==> src/rtl/aud_sport_pkg.sv <==
package aud_sport_pkg;

    typedef struct packed {
        logic       rate_alt;
        logic       lr_pulse;
        logic       bclk_pol;
        logic       lr_pol;
        logic [1:0] ch_code;
        logic       master;
    } port_cfg_t;

    typedef enum logic {
        ST_HUNT = 1'b0,
        ST_RUN  = 1'b1
    } eng_state_e;

    function automatic logic [3:0] ch_count(input logic [1:0] code);
        case (code)
            2'b01:   return 4'd4;
            2'b10:   return 4'd8;
            default: return 4'd2;
        endcase
    endfunction

endpackage

==> src/rtl/sport_clkgen.sv <==
module sport_clkgen #(
    parameter int HALF_A    = 8,
    parameter int HALF_B    = 12,
    parameter int SLOT_BITS = 32,
    parameter int MAX_CH    = 8
) (
    input  logic       clk_i,
    input  logic       rst_ni,
    input  logic       master_i,
    input  logic       rate_alt_i,
    input  logic       lr_pulse_i,
    input  logic       lr_pol_i,
    input  logic [3:0] nch_i,
    input  logic       launch_i,
    output logic       bclk_o,
    output logic       lr_o
);
    localparam int HMAX    = (HALF_A > HALF_B) ? HALF_A : HALF_B;
    localparam int DW      = $clog2(HMAX + 1);
    localparam int SLOT_LG = $clog2(SLOT_BITS);
    localparam int POS_W   = $clog2(SLOT_BITS * MAX_CH) + 1;

    logic [DW-1:0]    div_cnt, half_m1;
    logic [POS_W-1:0] mcnt, mnext, frame_len, last;
    logic             active;

    assign half_m1   = rate_alt_i ? DW'(HALF_B - 1) : DW'(HALF_A - 1);
    assign frame_len = POS_W'(nch_i) << SLOT_LG;
    assign last      = frame_len - 1'b1;
    assign mnext     = (mcnt >= last) ? '0 : mcnt + 1'b1;
    assign active    = lr_pulse_i ? (mnext == '0) : (mnext < (frame_len >> 1));

    // bit clock divider
    always_ff @(posedge clk_i or negedge rst_ni) begin
        if (!rst_ni) begin
            div_cnt <= '0;
            bclk_o  <= 1'b0;
        end else if (!master_i) begin
            div_cnt <= '0;
            bclk_o  <= 1'b0;
        end else if (div_cnt >= half_m1) begin
            div_cnt <= '0;
            bclk_o  <= ~bclk_o;
        end else begin
            div_cnt <= div_cnt + 1'b1;
        end
    end

    // frame clock generator, advances on every launch edge
    always_ff @(posedge clk_i or negedge rst_ni) begin
        if (!rst_ni) begin
            mcnt <= '1;
            lr_o <= 1'b1;
        end else if (!master_i) begin
            mcnt <= last;
            lr_o <= ~lr_pol_i;
        end else if (launch_i) begin
            mcnt <= mnext;
            lr_o <= active ? lr_pol_i : ~lr_pol_i;
        end
    end

    a_r2_slave_bclk_low: assert property (@(posedge clk_i) disable iff (!rst_ni)
        !master_i |=> (bclk_o == 1'b0));

    a_r6_lr_moves_on_launch: assert property (@(posedge clk_i) disable iff (!rst_ni)
        (master_i && $past(master_i) && !$stable(lr_o)) |-> $past(launch_i));

endmodule

==> src/rtl/sport_edge.sv <==
module sport_edge (
    input  logic clk_i,
    input  logic rst_ni,
    input  logic master_i,
    input  logic bclk_pol_i,
    input  logic bclk_int_i,
    input  logic lr_int_i,
    input  logic bclk_pin_i,
    input  logic lrclk_pin_i,
    input  logic sdata_pin_i,
    output logic launch_o,
    output logic capture_o,
    output logic lr_o,
    output logic din_o
);
    logic [1:0] bsync, lsync, dsync;
    logic       b_now, b_prev, rise, fall;

    always_ff @(posedge clk_i or negedge rst_ni) begin
        if (!rst_ni) begin
            bsync  <= '0;
            lsync  <= '0;
            dsync  <= '0;
            b_prev <= 1'b0;
        end else begin
            bsync  <= {bsync[0], bclk_pin_i};
            lsync  <= {lsync[0], lrclk_pin_i};
            dsync  <= {dsync[0], sdata_pin_i};
            b_prev <= b_now;
        end
    end

    assign b_now     = master_i ? bclk_int_i : bsync[1];
    assign rise      = b_now & ~b_prev;
    assign fall      = ~b_now & b_prev;
    assign launch_o  = bclk_pol_i ? rise : fall;
    assign capture_o = bclk_pol_i ? fall : rise;
    assign lr_o      = master_i ? lr_int_i : lsync[1];
    assign din_o     = dsync[1];

endmodule

==> src/rtl/sport_engine.sv <==
module sport_engine
    import aud_sport_pkg::*;
#(
    parameter int SLOT_BITS = 32,
    parameter int SAMPLE_W  = 24,
    parameter int MAX_CH    = 8
) (
    input  logic                         clk_i,
    input  logic                         rst_ni,
    input  logic                         launch_i,
    input  logic                         capture_i,
    input  logic                         lr_i,
    input  logic                         din_i,
    input  logic                         lr_pol_i,
    input  logic [3:0]                   nch_i,
    input  logic [MAX_CH*SAMPLE_W-1:0]   tx_i,
    output logic [MAX_CH*SAMPLE_W-1:0]   rx_o,
    output logic                         frame_o,
    output logic                         sdata_o
);
    localparam int SLOT_LG = $clog2(SLOT_BITS);
    localparam int POS_W   = $clog2(SLOT_BITS * MAX_CH) + 1;
    localparam int CH_W    = $clog2(MAX_CH);
    localparam logic [SLOT_LG-1:0] BIT_LIM = SLOT_LG'(SAMPLE_W);
    localparam logic [SLOT_LG-1:0] BIT_TOP = SLOT_LG'(SAMPLE_W - 1);

    eng_state_e state, state_nx;

    logic [MAX_CH-1:0][SAMPLE_W-1:0] tx_buf, work;
    logic [POS_W-1:0]   pos, frame_len, last;
    logic [CH_W-1:0]    slot;
    logic [SLOT_LG-1:0] bitx;
    logic               lr_prev, start, in_range, data_bit, last_bit, pend;

    assign frame_len = POS_W'(nch_i) << SLOT_LG;
    assign last      = frame_len - 1'b1;
    // position after this step is pos+1; its zero-based slot offset is pos
    assign slot      = pos[SLOT_LG +: CH_W];
    assign bitx      = pos[SLOT_LG-1:0];
    assign in_range  = (pos < last);
    assign data_bit  = in_range && (bitx < BIT_LIM);
    assign last_bit  = data_bit && (bitx == BIT_TOP) && (slot == CH_W'(nch_i - 1'b1));
    assign start     = capture_i && (lr_prev != lr_pol_i) && (lr_i == lr_pol_i);

    // state register
    always_ff @(posedge clk_i or negedge rst_ni) begin
        if (!rst_ni) state <= ST_HUNT;
        else         state <= state_nx;
    end

    // transitions
    always_comb begin
        state_nx = state;
        unique case (state)
            ST_HUNT: if (start) state_nx = ST_RUN;                            // HUNT_TO_RUN
            ST_RUN:  if (capture_i && !start && !in_range) state_nx = ST_HUNT; // RUN_OVERRUN
            default: state_nx = ST_HUNT;
        endcase
    end

    // position, transmit latch and receive shifting
    always_ff @(posedge clk_i or negedge rst_ni) begin
        if (!rst_ni) begin
            lr_prev <= 1'b0;
            pos     <= '0;
            tx_buf  <= '0;
            work    <= '0;
            pend    <= 1'b0;
        end else begin
            pend <= 1'b0;
            if (capture_i) lr_prev <= lr_i;
            if (start) begin                                                  // RUN_RESTART
                pos    <= '0;
                tx_buf <= tx_i;
            end else if (capture_i && state == ST_RUN) begin
                if (in_range) pos <= pos + 1'b1;
                if (data_bit) work[slot] <= {work[slot][SAMPLE_W-2:0], din_i};
                if (last_bit) pend <= 1'b1;
            end
        end
    end

    // outputs
    always_ff @(posedge clk_i or negedge rst_ni) begin
        if (!rst_ni) begin
            sdata_o <= 1'b0;
            frame_o <= 1'b0;
            rx_o    <= '0;
        end else begin
            frame_o <= pend;
            if (pend) rx_o <= work;
            if (launch_i) begin
                if (state == ST_RUN && data_bit) sdata_o <= tx_buf[slot][BIT_TOP - bitx];
                else                             sdata_o <= 1'b0;
            end
        end
    end

    a_r8_strobe_single: assert property (@(posedge clk_i) disable iff (!rst_ni)
        frame_o |=> !frame_o);

    a_r6_sdata_on_launch: assert property (@(posedge clk_i) disable iff (!rst_ni)
        !$stable(sdata_o) |-> $past(launch_i));

    a_r7_hunt_silent: assert property (@(posedge clk_i) disable iff (!rst_ni)
        (state == ST_HUNT) |-> !sdata_o);

endmodule

==> src/rtl/aud_sport_framer.sv <==
module aud_sport_framer
    import aud_sport_pkg::*;
#(
    parameter int HALF_A    = 8,
    parameter int HALF_B    = 12,
    parameter int SLOT_BITS = 32,
    parameter int SAMPLE_W  = 24,
    parameter int MAX_CH    = 8
) (
    input  logic                       clk_i,
    input  logic                       rst_ni,
    input  logic [6:0]                 cfg_i,
    input  logic [MAX_CH*SAMPLE_W-1:0] tx_data_i,
    output logic [MAX_CH*SAMPLE_W-1:0] rx_data_o,
    output logic                       frame_o,
    input  logic                       sdata_i,
    output logic                       sdata_o,
    input  logic                       bclk_i,
    output logic                       bclk_o,
    output logic                       bclk_oe_o,
    input  logic                       lrclk_i,
    output logic                       lrclk_o,
    output logic                       lrclk_oe_o
);
    port_cfg_t  cfg;
    logic [3:0] nch;
    logic       bclk_int, lr_int, launch, capture, lr_lvl, din;

    assign cfg        = port_cfg_t'(cfg_i);
    assign nch        = ch_count(cfg.ch_code);
    assign bclk_o     = bclk_int;
    assign lrclk_o    = lr_int;
    assign bclk_oe_o  = cfg.master;
    assign lrclk_oe_o = cfg.master;

    sport_clkgen #(
        .HALF_A(HALF_A), .HALF_B(HALF_B), .SLOT_BITS(SLOT_BITS), .MAX_CH(MAX_CH)
    ) u_clkgen (
        .clk_i(clk_i), .rst_ni(rst_ni), .master_i(cfg.master), .rate_alt_i(cfg.rate_alt),
        .lr_pulse_i(cfg.lr_pulse), .lr_pol_i(cfg.lr_pol), .nch_i(nch), .launch_i(launch),
        .bclk_o(bclk_int), .lr_o(lr_int)
    );

    sport_edge u_edge (
        .clk_i(clk_i), .rst_ni(rst_ni), .master_i(cfg.master), .bclk_pol_i(cfg.bclk_pol),
        .bclk_int_i(bclk_int), .lr_int_i(lr_int), .bclk_pin_i(bclk_i), .lrclk_pin_i(lrclk_i),
        .sdata_pin_i(sdata_i), .launch_o(launch), .capture_o(capture), .lr_o(lr_lvl),
        .din_o(din)
    );

    sport_engine #(
        .SLOT_BITS(SLOT_BITS), .SAMPLE_W(SAMPLE_W), .MAX_CH(MAX_CH)
    ) u_engine (
        .clk_i(clk_i), .rst_ni(rst_ni), .launch_i(launch), .capture_i(capture),
        .lr_i(lr_lvl), .din_i(din), .lr_pol_i(cfg.lr_pol), .nch_i(nch), .tx_i(tx_data_i),
        .rx_o(rx_data_o), .frame_o(frame_o), .sdata_o(sdata_o)
    );

endmodule

==> config.mk <==
export PLATFORM = sky130hd
export DESIGN_NAME = aud_sport_framer
export DESIGN_NICKNAME = d
export VERILOG_FILES = /design/src/rtl/aud_sport_pkg.sv /design/src/rtl/sport_clkgen.sv /design/src/rtl/sport_edge.sv /design/src/rtl/sport_engine.sv /design/src/rtl/aud_sport_framer.sv
export SDC_FILE = /design/constraint.sdc
export NUM_CORES = 1
export LEC_CHECK = 0
export BUFFER_PORTS_ARGS = -buffer_cell sky130_fd_sc_hd__buf_2
export CAP_MARGIN = 20
export CELL_PAD_IN_SITES_DETAIL_PLACEMENT = 1
export CELL_PAD_IN_SITES_GLOBAL_PLACEMENT = 1
export CORE_ASPECT_RATIO = 1.5
export CORE_MARGIN = 2
export CORE_UTILIZATION = 50
export DETAILED_ROUTE_END_ITERATION = 10
export PLACE_DENSITY = 0.89
export RECOVER_POWER = 50
export SLEW_MARGIN = 10
export SYNTH_ARGS = -nofsm -noshare
export SYNTH_HDL_FRONTEND = slang
export SYNTH_SLANG_ARGS = --single-unit
==> constraint.sdc <==
create_clock -name clk_i -period 5.2 [get_ports clk_i]
set_input_delay 0.52 -clock clk_i [delete_from_list [all_inputs] [get_ports clk_i]]
set_output_delay 0.52 -clock clk_i [all_outputs]
set_load 0.01 [all_outputs]
==> reports/results.txt <==
Layout Nets -> 2647
count leader, synth -> dfrtp_1
Async SR Flop Fraction -> 100.0%
NetSw -> 0.005077 W
Flop pwr share -> 45.0%
Max-Cap Viols -> 3
Residual DRC -> 0
global-route wire length before repair -> 135900 um
Placer Congestion -> 0.8404
combinational share of power -> 24.8%
Max Fclk -> 0.2557 GHz
main combinational cell family by area after synthesis -> multiplexers
IO Count -> 402
Compound-Gate Fraction of Synth Area -> 9.035%
Synth Area in Adders -> 0.8582%
net count after synthesis -> 2286
synth top area cells -> dfrtp_1 57%, mux2_2 18%, o21ai_0 3.1%
CP arrival -> 4.35 ns
CTS Buf Count -> 57
Die Y -> 284.6 um
Initial Util -> 50.65%
#FFs+latches synth -> 612
post-synth top area cell -> dfrtp_1
clock tree buffer depth -> 3
number of enable flip-flop cells after synthesis -> 0
CTS tree -> yes
post-route ant nets -> 0
H-Tree Depth -> 2
Slew Limit Headroom -> -109.2%
Post-Syn Instances -> 2064
Util after Layout -> 59.60%
metal1 wirelength -> 30980 um
status -> finished, violations left
kind of critical path -> flop to flop
Final TNS setup -> 0 ns
vias after detailed routing -> 19470
largest net degree at the start of global routing -> 144
Tcrit/Tclk final -> 75.21%
CTS sink cnt -> 612
Final Hold Viols -> 0
wire length on met2 -> 48380 um
crit start category -> flop
DRT Pass-1 Iters -> 8
switching share of power -> 33.14%
RSZ-0062 raised after global routing -> no
mux contribution to synthesized area -> 22.37%
area fraction of the dominant cell type after synthesis -> 57.40%
CP Max Fanout -> 38
clk root buf -> clkbuf_16
mapped cell area -> 26240 um2
drt total wl -> 90510 um
Iteration-0 DRC Markers -> 1365
Chip Width -> 191.1 um
Mapped Avg Cell Area -> 12.72 um2
Ys Warns -> 0
total global routing overflow -> 0
number of global-route vias before repair -> 21980
Yosys cell types -> 69
Hold WC Path Type -> input pin to flop
Peak VDD IR -> 0.3429 mV
internal cell power -> 0.01024 W
Post-synth top flop -> dfrtp_1
violated checks -> max-capacitance violations, max-slew violations
synth cell count leaders -> 602 x dfrtp_1, 421 x mux2_2, 188 x nand2_1
min Tclk post-route -> 3.911 ns
slew of the pin with the lowest slew margin -> 3.138 ns
layout cell share with drive strength beyond 1 -> 38.41%
WL met3 -> 5869 um
sequential element share of the synthesized area -> 58.40%
Setup WS pre-CTS -> 1.199 ns
simple-gate share of the synthesized area -> 6.079%
XOR/XNOR Fraction of Synth Area -> 0.5340%
Final Max Slew Viols -> 209
setup slack after layout -> 1.289 ns
PD cells -> 496.1 nW/um2
worst skew pair latency -> 0.64 ns
Tot Pwr -> 0.01532 W
P&R area growth vs syn -> 17.66%
num rows -> 102
Core Region -> 51810 um2
Crit. End Element -> flop
Pleak -> 14.54 nW
Clk network pwr share -> 30.2%
uppermost layer routed -> met5
per-cell routed wire length -> 28.70 um
CP required -> 5.64 ns
initial antenna violation count -> 12
I/O Buffers -> 401
Worst-path clk slew -> 0.07 ns
Final HPWL DP -> 60060 um
clk_skew -> 0.02380 ns
Setup violations, final -> 0
Vias/cell -> 6.176
GRT Overall Usage -> 33.49%
die area -> 54370 um2
[routing by layer]
layer / GRT usage [%] / up-vias
met5: 0 / -
met4: 18.48 / 10
met3: 7.124 / 325
met2: 60.46 / 908
met1: 36.03 / 10100
li1: - / 8133
[final cells by class]
type	instances	area [um2]
inverter	20	75.07
clock inverter	30	424.2
tap	676	845.8
multi-input combinational	1290	10220
clock buffer	75	1645
antenna	6	15.01
fill	5308	20940
timing repair buffer	444	2313
sequential	612	15340
[through the flow]
| step | hold slack (ns) | area (um2) | instances |
|---|---|---|---|
| 6_report | 0.1221 | 30880 | 3153 |
| 5_1_grt | 0.1115 | 30880 | 3153 |
| 4_1_cts | 0.01795 | 30990 | 3146 |
| 3_5_place_dp | 0.3475 | 28890 | 3038 |
| 3_3_place_gp | 0.3367 | 28870 | 3036 |
| 2_1_floorplan | 0.2244 | 26240 | 2064 |
[layout by cell type (no fill, tap or decap), drive strengths merged, types with 4 or more instances in the layout]
cell type | synthesis | routed
nand3 | 14 | 14
o2111ai | 4 | 4
ha | 18 | 18
o31ai | 4 | 4
a31oi | 6 | 6
and4 | 4 | 4
mux4 | 25 | 25
diode | 0 | 6
clkbuf | 71 | 151
xor2 | 4 | 4
clkinv | 0 | 17
o311ai | 4 | 4
nor2b | 16 | 16
inv | 20 | 24
dfrtp | 602 | 602
a21oi | 84 | 84
dfstp | 10 | 10
nor3 | 8 | 8
o21ai | 163 | 163
a2111oi | 5 | 5
a221oi | 32 | 32
a21o | 6 | 6
a211oi | 11 | 11
nand2 | 188 | 188
o221ai | 4 | 4
mux2 | 422 | 422
o211ai | 5 | 5
nor2 | 104 | 104
mux2i | 54 | 54
xnor2 | 12 | 12
a22oi | 13 | 13
bufinv | 0 | 9
o22ai | 14 | 14
and3 | 7 | 7
nand4 | 4 | 4
o22a | 5 | 5
buf | 71 | 365
and2 | 4 | 4
nand2b | 8 | 8
[registers in the layout, indices dropped and copies added, names as in the netlist, 2 cells and up]
signal and count:
u_clkgen.div_cnt 4, u_clkgen.mcnt 9, u_edge.lsync 2, u_engine.rx_o 192, u_engine.tx_buf 192, u_engine.work 192
u_edge.dsync 2, u_engine.pos 9, u_edge.bsync 2
[path summary, 6_finish.rpt]
kind                       cells past startpoint                          endpoint  slack (ns)                   startpoint
max                                            7    u_engine.work[134]$_DFFE_PN0P_        1.29  u_engine.pos[5]$_DFFE_PN0P_
min                                            2  u_engine.tx_buf[127]$_DFFE_PN0P_        0.12               tx_data_i[127]
max reg2reg                                    7    u_engine.work[134]$_DFFE_PN0P_        1.29  u_engine.pos[5]$_DFFE_PN0P_
min reg2reg                                    0         u_edge.bsync[1]$_DFF_PN0_        0.36    u_edge.bsync[0]$_DFF_PN0_
max in group asynchronous                      3  u_engine.tx_buf[106]$_DFFE_PN0P_        1.32                       rst_ni
min in group asynchronous                      1   u_engine.tx_buf[37]$_DFFE_PN0P_        0.89                       rst_ni
[what timing repair did]
action / CTS / global route
endpoints found under the hold margin: 3 / 0
endpoints found under the setup margin: 0 / 0
resized for setup: 0 / 0
setup buffers: 0 / 0
hold buffers: 3 / 0
[power groups by stage]
stage                     sequential (W)  combinational [W]  clock [W]
after CTS                        0.00685            0.00380    0.00467
final                            0.00689            0.00380    0.00463
after global routing             0.00698            0.00406    0.00484
after detailed placement         0.00689            0.00366          0
after floorplan                  0.00641            0.00255          0
after global placement           0.00675            0.00338          0
[critical path: stages, from the launching register on]
cell	delay [ns]
dfrtp_4	0.78
buf_4	0.64
nor2_1	0.32
buf_6	0.26
a221oi_1	0.39
nor2_1	0.11
a221oi_1	0.86
o21ai_0	0.33
[kinds of logic (layout without fill, tap and decap cells)]
family	Yosys count	after routing
xor gates and xnor gates	16	16
DFF	612	612
and+or+nand+nor	371	371
other	0	6
AOI/OAI and AO/OA	384	384
adders and majority gates	18	18
muxes	501	501
buffers and inverters	162	569
Power figures use the tool's default switching activity.
